## src/rtl/smbbuf_pkg.sv

```systemverilog
package smbbuf_pkg;

  // strobes from the control to the buffer datapath
  typedef struct packed {
    logic bufWrPort;   // write blkWrData into the buffer at the target index
    logic bufWrBlk;    // write the block-data register into the buffer
    logic blkFromPort; // load the block-data register from blkWrData
    logic blkFromBuf;  // load the block-data register from the buffer
  } bufStrobe_t;

  // bit positions inside the status clear mask
  localparam int CLR_INTR  = 0;
  localparam int CLR_BYTE  = 1;
  localparam int CLR_DERR  = 2;
  localparam int CLR_FAIL  = 3;
  localparam int CLR_W     = 4;

endpackage

```

## src/rtl/smb_blkbuf_ctrl.sv

```systemverilog
module smb_blkbuf_ctrl
  import smbbuf_pkg::*;
#(
  parameter int DEPTH = 32,
  parameter int CW    = 8,
  localparam int AW   = $clog2(DEPTH),
  localparam int IW   = AW + 1
) (
  input  logic              clk,
  input  logic              rstN,
  input  logic              auxBlk,
  input  logic              isRead,
  input  logic              protoI2cRd,
  input  logic              lastByte,
  input  logic              startBlk,
  input  logic [CW-1:0]     rdLen,
  input  logic              kill,
  input  logic              stsWr,
  input  logic [CLR_W-1:0]  stsClr,
  input  logic              blkWr,
  input  logic              blkRd,
  input  logic              cntWr,
  input  logic [CW-1:0]     cntData,
  output bufStrobe_t        strb,
  output logic [AW-1:0]     tgtAddr,
  output logic              commitWr,
  output logic [CW-1:0]     count,
  output logic [IW-1:0]     bufIdx,
  output logic              busy,
  output logic              intr,
  output logic              byteDone,
  output logic              devErr,
  output logic              failed
);

  logic          opDone;
  logic [IW-1:0] idxWrap, idxInc, idxAdv, idxPost;
  logic [IW-1:0] nIdx;
  logic [CW-1:0] nCount;
  logic          nOpDone, nBusy, nIntr, nByte, nDerr, nFail, nCommit;

  function automatic logic hitCount(input logic [IW-1:0] ix, input logic [CW-1:0] cnt);
    return 32'(ix) == 32'(cnt);
  endfunction

  // index as used by a port access: wraps to zero once it has reached DEPTH
  assign idxWrap = (32'(bufIdx) >= DEPTH) ? '0 : bufIdx;
  assign idxPost = idxWrap + IW'(1);
  // index after a handshake step: increment, then wrap
  assign idxInc  = bufIdx + IW'(1);
  assign idxAdv  = (32'(idxInc) >= DEPTH) ? '0 : idxInc;

  always_comb begin
    nIdx    = bufIdx;
    nCount  = count;
    nOpDone = opDone;
    nBusy   = busy;
    nIntr   = intr;
    nByte   = byteDone;
    nDerr   = devErr;
    nFail   = failed;
    nCommit = 1'b0;
    strb    = '0;
    tgtAddr = idxWrap[AW-1:0];

    if (kill) begin
      nOpDone = 1'b1;
      nIdx    = '0;
      nFail   = 1'b1;
      nBusy   = 1'b0;
    end else if (startBlk) begin
      if (auxBlk) begin
        nIdx = '0;
        if (isRead) begin
          nOpDone = 1'b0;
          nIntr   = 1'b1;
          nBusy   = 1'b1;
          nCount  = rdLen;
        end else if (!hitCount(bufIdx, count)) begin
          nDerr = 1'b1;
        end else begin
          nCommit = 1'b1;
          nOpDone = 1'b1;
          nIntr   = 1'b1;
          nBusy   = 1'b0;
        end
      end else begin
        nOpDone = 1'b0;
        nBusy   = 1'b1;
        nByte   = 1'b1;
        nIdx    = '0;
        tgtAddr = '0;
        if (isRead) begin
          nCount          = rdLen;
          strb.blkFromBuf = 1'b1;
        end else begin
          strb.bufWrBlk = 1'b1;
        end
      end
    end else if (stsWr) begin
      if (stsClr[CLR_INTR]) nIntr = 1'b0;
      if (stsClr[CLR_BYTE]) nByte = 1'b0;
      if (stsClr[CLR_DERR]) nDerr = 1'b0;
      if (stsClr[CLR_FAIL]) nFail = 1'b0;
      if (!opDone && !auxBlk) begin
        nIdx    = idxAdv;
        tgtAddr = idxAdv[AW-1:0];
        if (!isRead) begin
          if (hitCount(idxAdv, count)) begin
            if (protoI2cRd) begin
              nDerr = 1'b1;
            end else begin
              nCommit = 1'b1;
              nOpDone = 1'b1;
              nIntr   = 1'b1;
              nBusy   = 1'b0;
            end
          end else begin
            strb.bufWrBlk = 1'b1;
            nByte         = 1'b1;
          end
        end else begin
          strb.blkFromBuf = 1'b1;
          if (lastByte) begin
            nOpDone = 1'b1;
            nIdx    = '0;
            nIntr   = 1'b1;
            nBusy   = 1'b0;
          end else begin
            nByte = 1'b1;
          end
        end
      end
    end else if (blkWr) begin
      if (auxBlk) begin
        strb.bufWrPort = 1'b1;
        nIdx           = idxPost;
      end else begin
        strb.blkFromPort = 1'b1;
      end
    end else if (blkRd) begin
      if (auxBlk) begin
        nIdx = idxPost;
        if (!opDone && hitCount(idxPost, count)) begin
          nOpDone = 1'b1;
          nIdx    = '0;
          nBusy   = 1'b0;
        end
      end
    end else if (cntWr) begin
      nCount = cntData;
    end
  end

  always_ff @(posedge clk or negedge rstN) begin
    if (!rstN) begin
      bufIdx   <= '0;
      count    <= '0;
      opDone   <= 1'b1;
      busy     <= 1'b0;
      intr     <= 1'b0;
      byteDone <= 1'b0;
      devErr   <= 1'b0;
      failed   <= 1'b0;
      commitWr <= 1'b0;
    end else begin
      bufIdx   <= nIdx;
      count    <= nCount;
      opDone   <= nOpDone;
      busy     <= nBusy;
      intr     <= nIntr;
      byteDone <= nByte;
      devErr   <= nDerr;
      failed   <= nFail;
      commitWr <= nCommit;
    end
  end

endmodule

```

## src/rtl/smb_blkbuf_data.sv

```systemverilog
module smb_blkbuf_data
  import smbbuf_pkg::*;
#(
  parameter int DEPTH = 32,
  parameter int DW    = 8,
  localparam int AW   = $clog2(DEPTH)
) (
  input  logic          clk,
  input  logic          rstN,
  input  bufStrobe_t    strb,
  input  logic [AW-1:0] tgtAddr,
  input  logic [DW-1:0] portData,
  input  logic          busWrEn,
  input  logic [AW-1:0] busWrIdx,
  input  logic [DW-1:0] busWrData,
  input  logic [AW-1:0] busRdIdx,
  output logic [DW-1:0] tgtData,
  output logic [DW-1:0] busRdData,
  output logic [DW-1:0] blkReg
);

  logic [DW-1:0]    mem [DEPTH];
  logic [DEPTH-1:0] weVec;
  logic [DW-1:0]    wData;
  logic             ctlWe;

  assign ctlWe = strb.bufWrPort | strb.bufWrBlk;
  assign wData = strb.bufWrPort ? portData :
                 strb.bufWrBlk  ? blkReg   : busWrData;

  // per-entry write decode: the control side wins over the bus side
  for (genvar g = 0; g < DEPTH; g++) begin : gDec
    assign weVec[g] = ctlWe ? (tgtAddr == AW'(g)) : (busWrEn && (busWrIdx == AW'(g)));
  end

  always_ff @(posedge clk or negedge rstN) begin
    if (!rstN) begin
      for (int i = 0; i < DEPTH; i++) mem[i] <= '0;
    end else begin
      for (int i = 0; i < DEPTH; i++) begin
        if (weVec[i]) mem[i] <= wData;
      end
    end
  end

  assign tgtData   = mem[tgtAddr];
  assign busRdData = mem[busRdIdx];

  always_ff @(posedge clk or negedge rstN) begin
    if (!rstN)                blkReg <= '0;
    else if (strb.blkFromPort) blkReg <= portData;
    else if (strb.blkFromBuf)  blkReg <= tgtData;
  end

endmodule

```

## src/rtl/smb_blkbuf_engine.sv

```systemverilog
module smb_blkbuf_engine
  import smbbuf_pkg::*;
#(
  parameter int DEPTH = 32,
  parameter int DW    = 8,
  parameter int CW    = 8,
  localparam int AW   = $clog2(DEPTH),
  localparam int IW   = AW + 1
) (
  input  logic             clk,
  input  logic             rstN,
  input  logic             auxBlk,
  input  logic             isRead,
  input  logic             protoI2cRd,
  input  logic             lastByte,
  input  logic             startBlk,
  input  logic [CW-1:0]    rdLen,
  input  logic             kill,
  input  logic             stsWr,
  input  logic [CLR_W-1:0] stsClr,
  input  logic             blkWr,
  input  logic [DW-1:0]    blkWrData,
  input  logic             blkRd,
  output logic [DW-1:0]    blkRdData,
  input  logic             cntWr,
  input  logic [CW-1:0]    cntData,
  input  logic             busWrEn,
  input  logic [AW-1:0]    busWrIdx,
  input  logic [DW-1:0]    busWrData,
  input  logic [AW-1:0]    busRdIdx,
  output logic [DW-1:0]    busRdData,
  output logic             commitWr,
  output logic [CW-1:0]    count,
  output logic [IW-1:0]    bufIdx,
  output logic             busy,
  output logic             intr,
  output logic             byteDone,
  output logic             devErr,
  output logic             failed,
  output logic [DW-1:0]    blkData
);

  bufStrobe_t    strb;
  logic [AW-1:0] tgtAddr;
  logic [DW-1:0] tgtData;

  smb_blkbuf_ctrl #(.DEPTH(DEPTH), .CW(CW)) u_ctrl (
    .clk(clk), .rstN(rstN), .auxBlk(auxBlk), .isRead(isRead),
    .protoI2cRd(protoI2cRd), .lastByte(lastByte), .startBlk(startBlk),
    .rdLen(rdLen), .kill(kill), .stsWr(stsWr), .stsClr(stsClr),
    .blkWr(blkWr), .blkRd(blkRd), .cntWr(cntWr), .cntData(cntData),
    .strb(strb), .tgtAddr(tgtAddr), .commitWr(commitWr), .count(count),
    .bufIdx(bufIdx), .busy(busy), .intr(intr), .byteDone(byteDone),
    .devErr(devErr), .failed(failed)
  );

  smb_blkbuf_data #(.DEPTH(DEPTH), .DW(DW)) u_data (
    .clk(clk), .rstN(rstN), .strb(strb), .tgtAddr(tgtAddr),
    .portData(blkWrData), .busWrEn(busWrEn), .busWrIdx(busWrIdx),
    .busWrData(busWrData), .busRdIdx(busRdIdx), .tgtData(tgtData),
    .busRdData(busRdData), .blkReg(blkData)
  );

  assign blkRdData = auxBlk ? tgtData : blkData;

endmodule

```

## config.mk

```make
export PLATFORM = sky130hd
export DESIGN_NAME = smb_blkbuf_engine
export DESIGN_NICKNAME = d
export VERILOG_FILES = /design/src/rtl/smbbuf_pkg.sv /design/src/rtl/smb_blkbuf_ctrl.sv /design/src/rtl/smb_blkbuf_data.sv /design/src/rtl/smb_blkbuf_engine.sv
export SDC_FILE = /design/constraint.sdc
export NUM_CORES = 1
export LEC_CHECK = 0
export ABC_CLOCK_PERIOD_IN_PS = 3750
export BUFFER_PORTS_ARGS = -buffer_cell sky130_fd_sc_hd__buf_2
export CORE_MARGIN = 5
export CORE_UTILIZATION = 55
export DETAILED_ROUTE_END_ITERATION = 16
export GPL_TIMING_DRIVEN = 1
export PLACE_DENSITY = 0.81
export REMOVE_ABC_BUFFERS = 1
export SYNTH_ARGS = -nofsm -noshare
export SYNTH_HDL_FRONTEND = slang
export SYNTH_SLANG_ARGS = --single-unit
```

## constraint.sdc

```tcl
create_clock -name clk -period 3.75 [get_ports clk]
set_input_delay 0.1875 -clock clk [delete_from_list [all_inputs] [get_ports clk]]
set_output_delay 0.1875 -clock clk [all_outputs]
set_load 0.02 [all_outputs]
```

* Word-level counts from Yosys, hierarchy flattened
Index checks and enable logic that the tools add are counted.
** Cells by class
- $add $sub $neg :: 2
- Magnitude comparators :: 4
- Equal/unequal tests :: 83
- Mux-type cells :: 160
- Bitwise logic cells :: 4
- Reduce and logical (&&, ||, !) cells :: 54
** Operator list (count)
- $eq A5 B5 Y1 const B :: 32
- $mux W1 :: 124
- $mux W8 :: 15
- $bmux W8 S5 :: 2
- $eq A5 B4 Y1 const B :: 16
- $mux W6 :: 13
- $eq A5 B3 Y1 const B :: 8
- $logic_and A1 B1 Y1 :: 34
- $mux W5 :: 5
- $eq A6 B8 Y1 :: 3
- $ge A6 B6 Y1 const B :: 4
- $eq A5 B2 Y1 const B :: 4
- $ne A5 B5 Y1 const B :: 4
- $ne A2 B2 Y1 const B :: 8
- $add A6 B1 Y6 const B :: 2
- $not A5 Y6 :: 2
- $reduce_bool A4 Y1 :: 3
- $eq A5 B1 Y1 const B :: 2
- $logic_not A5 Y1 :: 2
- $reduce_bool A2 Y1 :: 5
- $reduce_and A9 Y1 :: 1
- $reduce_and A4 Y1 :: 2
- $reduce_and A3 Y1 :: 2
- $reduce_and A6 Y1 :: 1
- other kinds (12) :: 13
** Word-level totals
- Flip-flop bits (word level) :: 285
- Output and inout port bits :: 44
- Logic and storage cells :: 349

* Longest topological paths before layout
- Depth after elaboration :: 13
- Gate-level depth with buffers :: 16

* Cells and area by module
From an unflattened synthesis, not the netlist that was laid out.
** Second synthesis, totals
- Cell total of the unflattened synthesis :: 1489
- Area total of the unflattened synthesis :: 16328.2 um^2
** By module, submodules not included
- smb_blkbuf_data :: instances 1, cells an instance 1226, area each 14219.9 um^2
- smb_blkbuf_ctrl :: instances 1, cells an instance 254, area each 1976.9 um^2
- smb_blkbuf_engine :: instances 1, cells an instance 9, area each 131.4 um^2

* Least setup slack after synthesis
OpenSTA, ideal clock, no wires.
- Kind :: register to register
- Start point :: register u_ctrl.bufIdx[5]
- End point :: register u_ctrl.bufIdx[1]
- Setup time :: 0.126 ns
- Data arrival time :: 3.853 ns
- Required time :: 3.624 ns
- Slack :: -0.229 ns
- Stages on the path, launching flop included :: 17
- Path buffers :: 5
- Clock period less this slack :: 3.979 ns
- Path through :: dfrtp_1 buf_2 buf_1 clkbuf_1 clkbuf_1 clkbuf_1 nor2_1 ha_1 xnor2_1 xnor2_1 o32a_1 o21ai_0 nand3_1 o31ai_1 inv_1 a22oi_1 o21ai_0
** On the way
- Word-level cells in the longest chain between the ends :: 12
- Elaborated cells between the ends (all ways) :: 19
** RTL lines
- from (decl) :: RTL line smb_blkbuf_ctrl.sv:28 : output logic [IW-1:0] bufIdx,
- from (signal assigned) :: RTL line smb_blkbuf_ctrl.sv:167 : bufIdx <= nIdx;
- $ge A6 B6 Y1 :: RTL line smb_blkbuf_ctrl.sv:47 : assign idxWrap = (32'(bufIdx) >= DEPTH) ? '0 : bufIdx;
- $mux W6 :: RTL line smb_blkbuf_ctrl.sv:47
- $add A6 B1 Y6 :: RTL line smb_blkbuf_ctrl.sv:48 : assign idxPost = idxWrap + IW'(1);
- $eq A6 B8 Y1 :: RTL line smb_blkbuf_ctrl.sv:43 : return 32'(ix) == 32'(cnt);
- $logic_and A1 B1 Y1 :: RTL line smb_blkbuf_ctrl.sv:144 : if (!opDone && hitCount(idxPost, count)) begin
- $mux W6 :: RTL line smb_blkbuf_ctrl.sv:144
- $mux W6 :: RTL line smb_blkbuf_ctrl.sv:142 : if (auxBlk) begin
- $mux W6 :: RTL line smb_blkbuf_ctrl.sv:141 : end else if (blkRd) begin
- $mux W6 :: RTL line smb_blkbuf_ctrl.sv:134 : end else if (blkWr) begin
- $mux W6 * :: RTL line smb_blkbuf_ctrl.sv:100 : end else if (stsWr) begin
- $mux W6 * :: RTL line smb_blkbuf_ctrl.sv:71 : end else if (startBlk) begin
- $mux W6 * :: RTL line smb_blkbuf_ctrl.sv:66 : if (kill) begin
Mark *: on every way between the ends. The rest lies on a longest branch, timed or not. The select of a mux whose other input is x is not followed.
A chain may end at the register's enable or synchronous reset.

* Worst setup path in the final report
- Start point :: register u_ctrl.bufIdx[0]
- End point :: output blkRdData[3]
** On the way
- Word-level cells in the longest chain between the ends :: 12
- Elaborated cells between the ends (all ways) :: 15
** RTL lines
- $add A6 B1 Y6 :: RTL line smb_blkbuf_ctrl.sv:50 : assign idxInc = bufIdx + IW'(1);
- $ge A6 B6 Y1 :: RTL line smb_blkbuf_ctrl.sv:51 : assign idxAdv = (32'(idxInc) >= DEPTH) ? '0 : idxInc;
- $mux W6 :: RTL line smb_blkbuf_ctrl.sv:51
- $mux W5 :: RTL line smb_blkbuf_ctrl.sv:105 : if (!opDone && !auxBlk) begin
- $mux W5 :: RTL line smb_blkbuf_ctrl.sv:100
- $mux W5 :: RTL line smb_blkbuf_ctrl.sv:71
- $mux W5 * :: RTL line smb_blkbuf_ctrl.sv:66
- $not A5 Y6 (implied by the code) * :: RTL line smb_blkbuf_data.sv:46 : assign tgtData = mem[tgtAddr];
- $bmux W8 S5 * :: RTL line smb_blkbuf_data.sv:46
- $mux W8 (implied by the code) * (2 in series) :: RTL line smb_blkbuf_data.sv:46
- $mux W8 * :: RTL line smb_blkbuf_engine.sv:64 : assign blkRdData = auxBlk ? tgtData : blkData;
- to (decl) :: RTL line smb_blkbuf_engine.sv:24 : output logic [DW-1:0] blkRdData,
Marked as above.

==> reports/qor.csv <==
stage,metric,value,unit
clock_tree,Sink Count,285,
finish,area of the multi-input gates,11600,sq um
floorplan,die area,37700,sq um
clock_tree,"Clk pin slew, worst setup/hold paths",0.06,ns
logic_synthesis,Synth area leaders,"dfrtp_1 (38%), mux2_2 (16%), mux4_2 (9.7%)",
pwr,switching part of the total,34.1,%
pwr,Reg power frac,41.4,%
sta,setup TNS,-1.01,ns
drt,DRT Pass-1 Iters,7,
sta,FMAX,0.254,GHz
pwr,Comb pwr share,30.3,%
grt,global route overflow,0,
worst_hold_path,type of the tightest min-delay check,primary input to flop,
run_status,failing checks,setup timing,
worst_setup_path,Crit Path Category,flop to output pin,
floorplan,core region area,33500,sq um
worst_setup_path,"Req. time, crit path",3.56,ns
floorplan,I/O pin cnt,103,
grt,first-pass GRT wire length,105,mm
clock_tree,clock latency on the worst-skew pair,0.60,ns
drt,Vias,17700,
logic_synthesis,post-synth cell types,85,
logic_synthesis,dominant synthesized flop cell,dfrtp_1,
logic_synthesis,post-synthesis sequential area ratio,38.3,%
pwr,Internal Pwr Total,7.20,mW
sta,final worst slack,-0.189,ns
sta,final hold slack,0.0541,ns
floorplan,die width,194,um
worst_setup_path,CP arrival,3.75,ns
worst_setup_path,Worst Path Max Fanout,9,
clock_tree,clock tree buffer depth,3,
sta,worst-margin pin slew,1.08,ns
sta,final number of setup-violating endpoints,8,
logic_synthesis,number of synthesized flops with an enable pin,0,
pwr,P_sw,3.72,mW
drt,1st-iter DRT viols,3016,
sta,period utilization,105,%
logic_synthesis,most frequent cells after synthesis,"dfrtp_1 (284), mux2_2 (257), nand2_1 (174)",
pwr,clock share of power,28.2,%
flow_run,Max Cap Viol,0,
clock_tree,clk root buf,clkbuf_16,
floorplan,# rows,67,
sta,"Slew Viols, Final",0,
grt,largest net degree at the start of global routing,134,
logic_synthesis,"flops & latches, synth",285,
finish,Fillers,2209,
drt,via density per instance,7.45,
finish,layout overhead on the synthesized area,24.1,%
floorplan,Initial Util,55.6,%
drt,drt drc,0,
clock_tree,CTS tree,built,
placement,Post-DP HPWL,44.5,mm
run_status,status,finished with violations,
finish,layout cells sized above 1,44.9,%
sta,Max-slew headroom,27.7,%
logic_synthesis,most frequent cell after synthesis,dfrtp_1,
logic_synthesis,Post-Syn Instances,1709,
worst_setup_path,Setup crit start kind,flop,
logic_synthesis,synthesized area,18600,sq um
pwr,power per cell area,472,nW/um^2
worst_setup_path,CP Capture Type,output pin,
logic_synthesis,asr flop ratio synth,100,%
clock_tree,htree depth,1,
drt,final wirelength,71.4,mm
logic_synthesis,leading area contributor after synthesis,dfrtp_1,
sta,RSZ-0062 raised after global routing,yes,
finish,register area,7140,sq um
pwr,peak supply drop,0.427,mV
sta,Max Clock Skew,0.0322,ns
floorplan,Die Span Y,194,um
drt,WL/cell,30.2,um
pwr,Power Total,10.9,mW
placement,# port buffers,102,
drt,ANT nets after route,0,
pwr,LEAKAGE,9.68,nW
clock_tree,CTS buffer count,31,
placement,gp weighted congestion,1.01,
grt,vias in the first global route,16800,
logic_synthesis,"Avg Cell Area, Syn",10.9,sq um
finish,nets,1960,
sta,"Hold Vio Cnt, Final",0,
logic_synthesis,area share of the largest cell type after synthesis,38.1,%
sta,Tmin final,3.94,ns
logic_synthesis,Syn. warnings,0,
grt,All-Layer GR Usage,35.4,%
grt,initial antenna violation count,3,
-- stage by stage --
step	setup slack [ns]	cell area [sq um]	utilization [%]	cells
global placement	0.0499	20300	60.6	2227
detailed placement	0.0456	20300	60.6	2227
finish	-0.189	23100	69.0	2369
floorplan	-3.66	18000	-	1558
CTS	-0.119	22500	67.2	2340
global route	-0.229	23100	69.0	2366
-- logic make-up (layout without fill, tap and decap cells) --
kind of cell	Yosys count	in the layout	synth area share, %
xor+xnor	15	15	0.705
simple gates	472	472	12.7
fa+ha+maj	3	3	0.201
mux	386	386	28.2
other cells	0	3	0
flops	285	285	38.3
buf+inv	168	377	3.85
compound gates	380	380	16.0
-- routing by layer --
metal  GRT usage (%)  routed length, um  vias to the layer above
met2            54.1              30800                     1732
met3            11.6              10500                      475
met1            45.2              24600                     8544
li1                -                  -                     6897
met5           0.128                 11                        -
met4            18.3               5530                        2
-- repair_timing --
| action | in CTS | in global routing |
|---|---|---|
| setup buffers | 28 | 26 |
| cloned | 6 | 1 |
| setup endpoints to repair | 8 | 199 |
| hold endpoints to repair | 147 | 0 |
| pin swaps | 37 | 46 |
| resized for setup | 106 | 80 |
| hold buffers | 29 | 0 |
-- worst paths after layout --
path                       slack, ns  cells after the start              from                to
min in group asynchronous       0.34                      2              rstN    u_data.mem[18]
max in group asynchronous       2.49                      3              rstN    u_data.mem[96]
max reg2reg                     0.20                     12  u_ctrl.bufIdx[1]   u_data.mem[188]
min                             0.05                      2            isRead  u_data.blkReg[3]
min reg2reg                     0.49                      1     u_ctrl.failed     u_ctrl.failed
max                            -0.19                     14  u_ctrl.bufIdx[0]      blkRdData[3]
-- critical path, cell delays in order, from the launching register on --
cell      delay (ns)
dfrtp_2         0.43
inv_2           0.07
ha_4            0.27
nand3b_1        0.16
buf_6           0.17
nor4_4          0.23
buf_6           0.19
buf_12          0.16
mux2i_1         0.19
a32oi_1         0.07
and3_4          0.21
a311oi_4        0.38
a22oi_2         0.18
mux2_4          0.31
buf_6           0.13
-- flip-flops by register name, summed over array words and instances, names as in the netlist --
register / flops
u_ctrl.count: 8
u_ctrl.bufIdx: 6
u_data.blkReg: 8
u_ctrl.busy: 1
u_ctrl.byteDone: 1
u_ctrl.intr: 1
u_ctrl.failed: 1
u_data.mem: 256
u_ctrl.opDone: 1
u_ctrl.devErr: 1
u_ctrl.commitWr: 1
-- power by group through the flow --
| stage | clock [mW] | sequential, mW | combinational [mW] |
|---|---|---|---|
| after floorplan | 0 | 4.27 | 1.85 |
| after global placement | 0 | 4.40 | 2.76 |
| after detailed placement | 0 | 4.46 | 2.84 |
| after CTS | 3.09 | 4.43 | 3.07 |
| after global routing | 3.21 | 4.56 | 3.45 |
| final | 3.08 | 4.52 | 3.31 |
-- cell usage in the layout (no fill, tap or decap), types with 14 or more instances in the layout --
master         count
inv_1             14
nand3_1           42
clkbuf_16         31
o211ai_1          14
mux4_2            80
nand2_1          171
buf_4            132
nor3_1            61
o211a_1           19
a31oi_4           18
a21oi_1           40
nor2_1            68
dfrtp_1          280
a211oi_2          15
mux2i_1           34
buf_2             93
dlygate4sd3_1     29
a32oi_1           17
o21ai_0           49
buf_6             14
buf_12            28
mux2_2           254
o21ai_1           15
a31oi_1           15
and3_1            19
-- final cells by class --
| type | instances | area share [%] |
|---|---|---|
| sequential | 285 | 30.9 |
| clock buffer | 44 | 3.91 |
| tap | 448 | 2.42 |
| clock inverter | 9 | 0.449 |
| timing repair buffer | 307 | 11.7 |
| antenna | 3 | 0.0324 |
| inverter | 17 | 0.276 |
| multi-input combinational | 1256 | 50.3 |
Power figures use the tool's default switching activity.
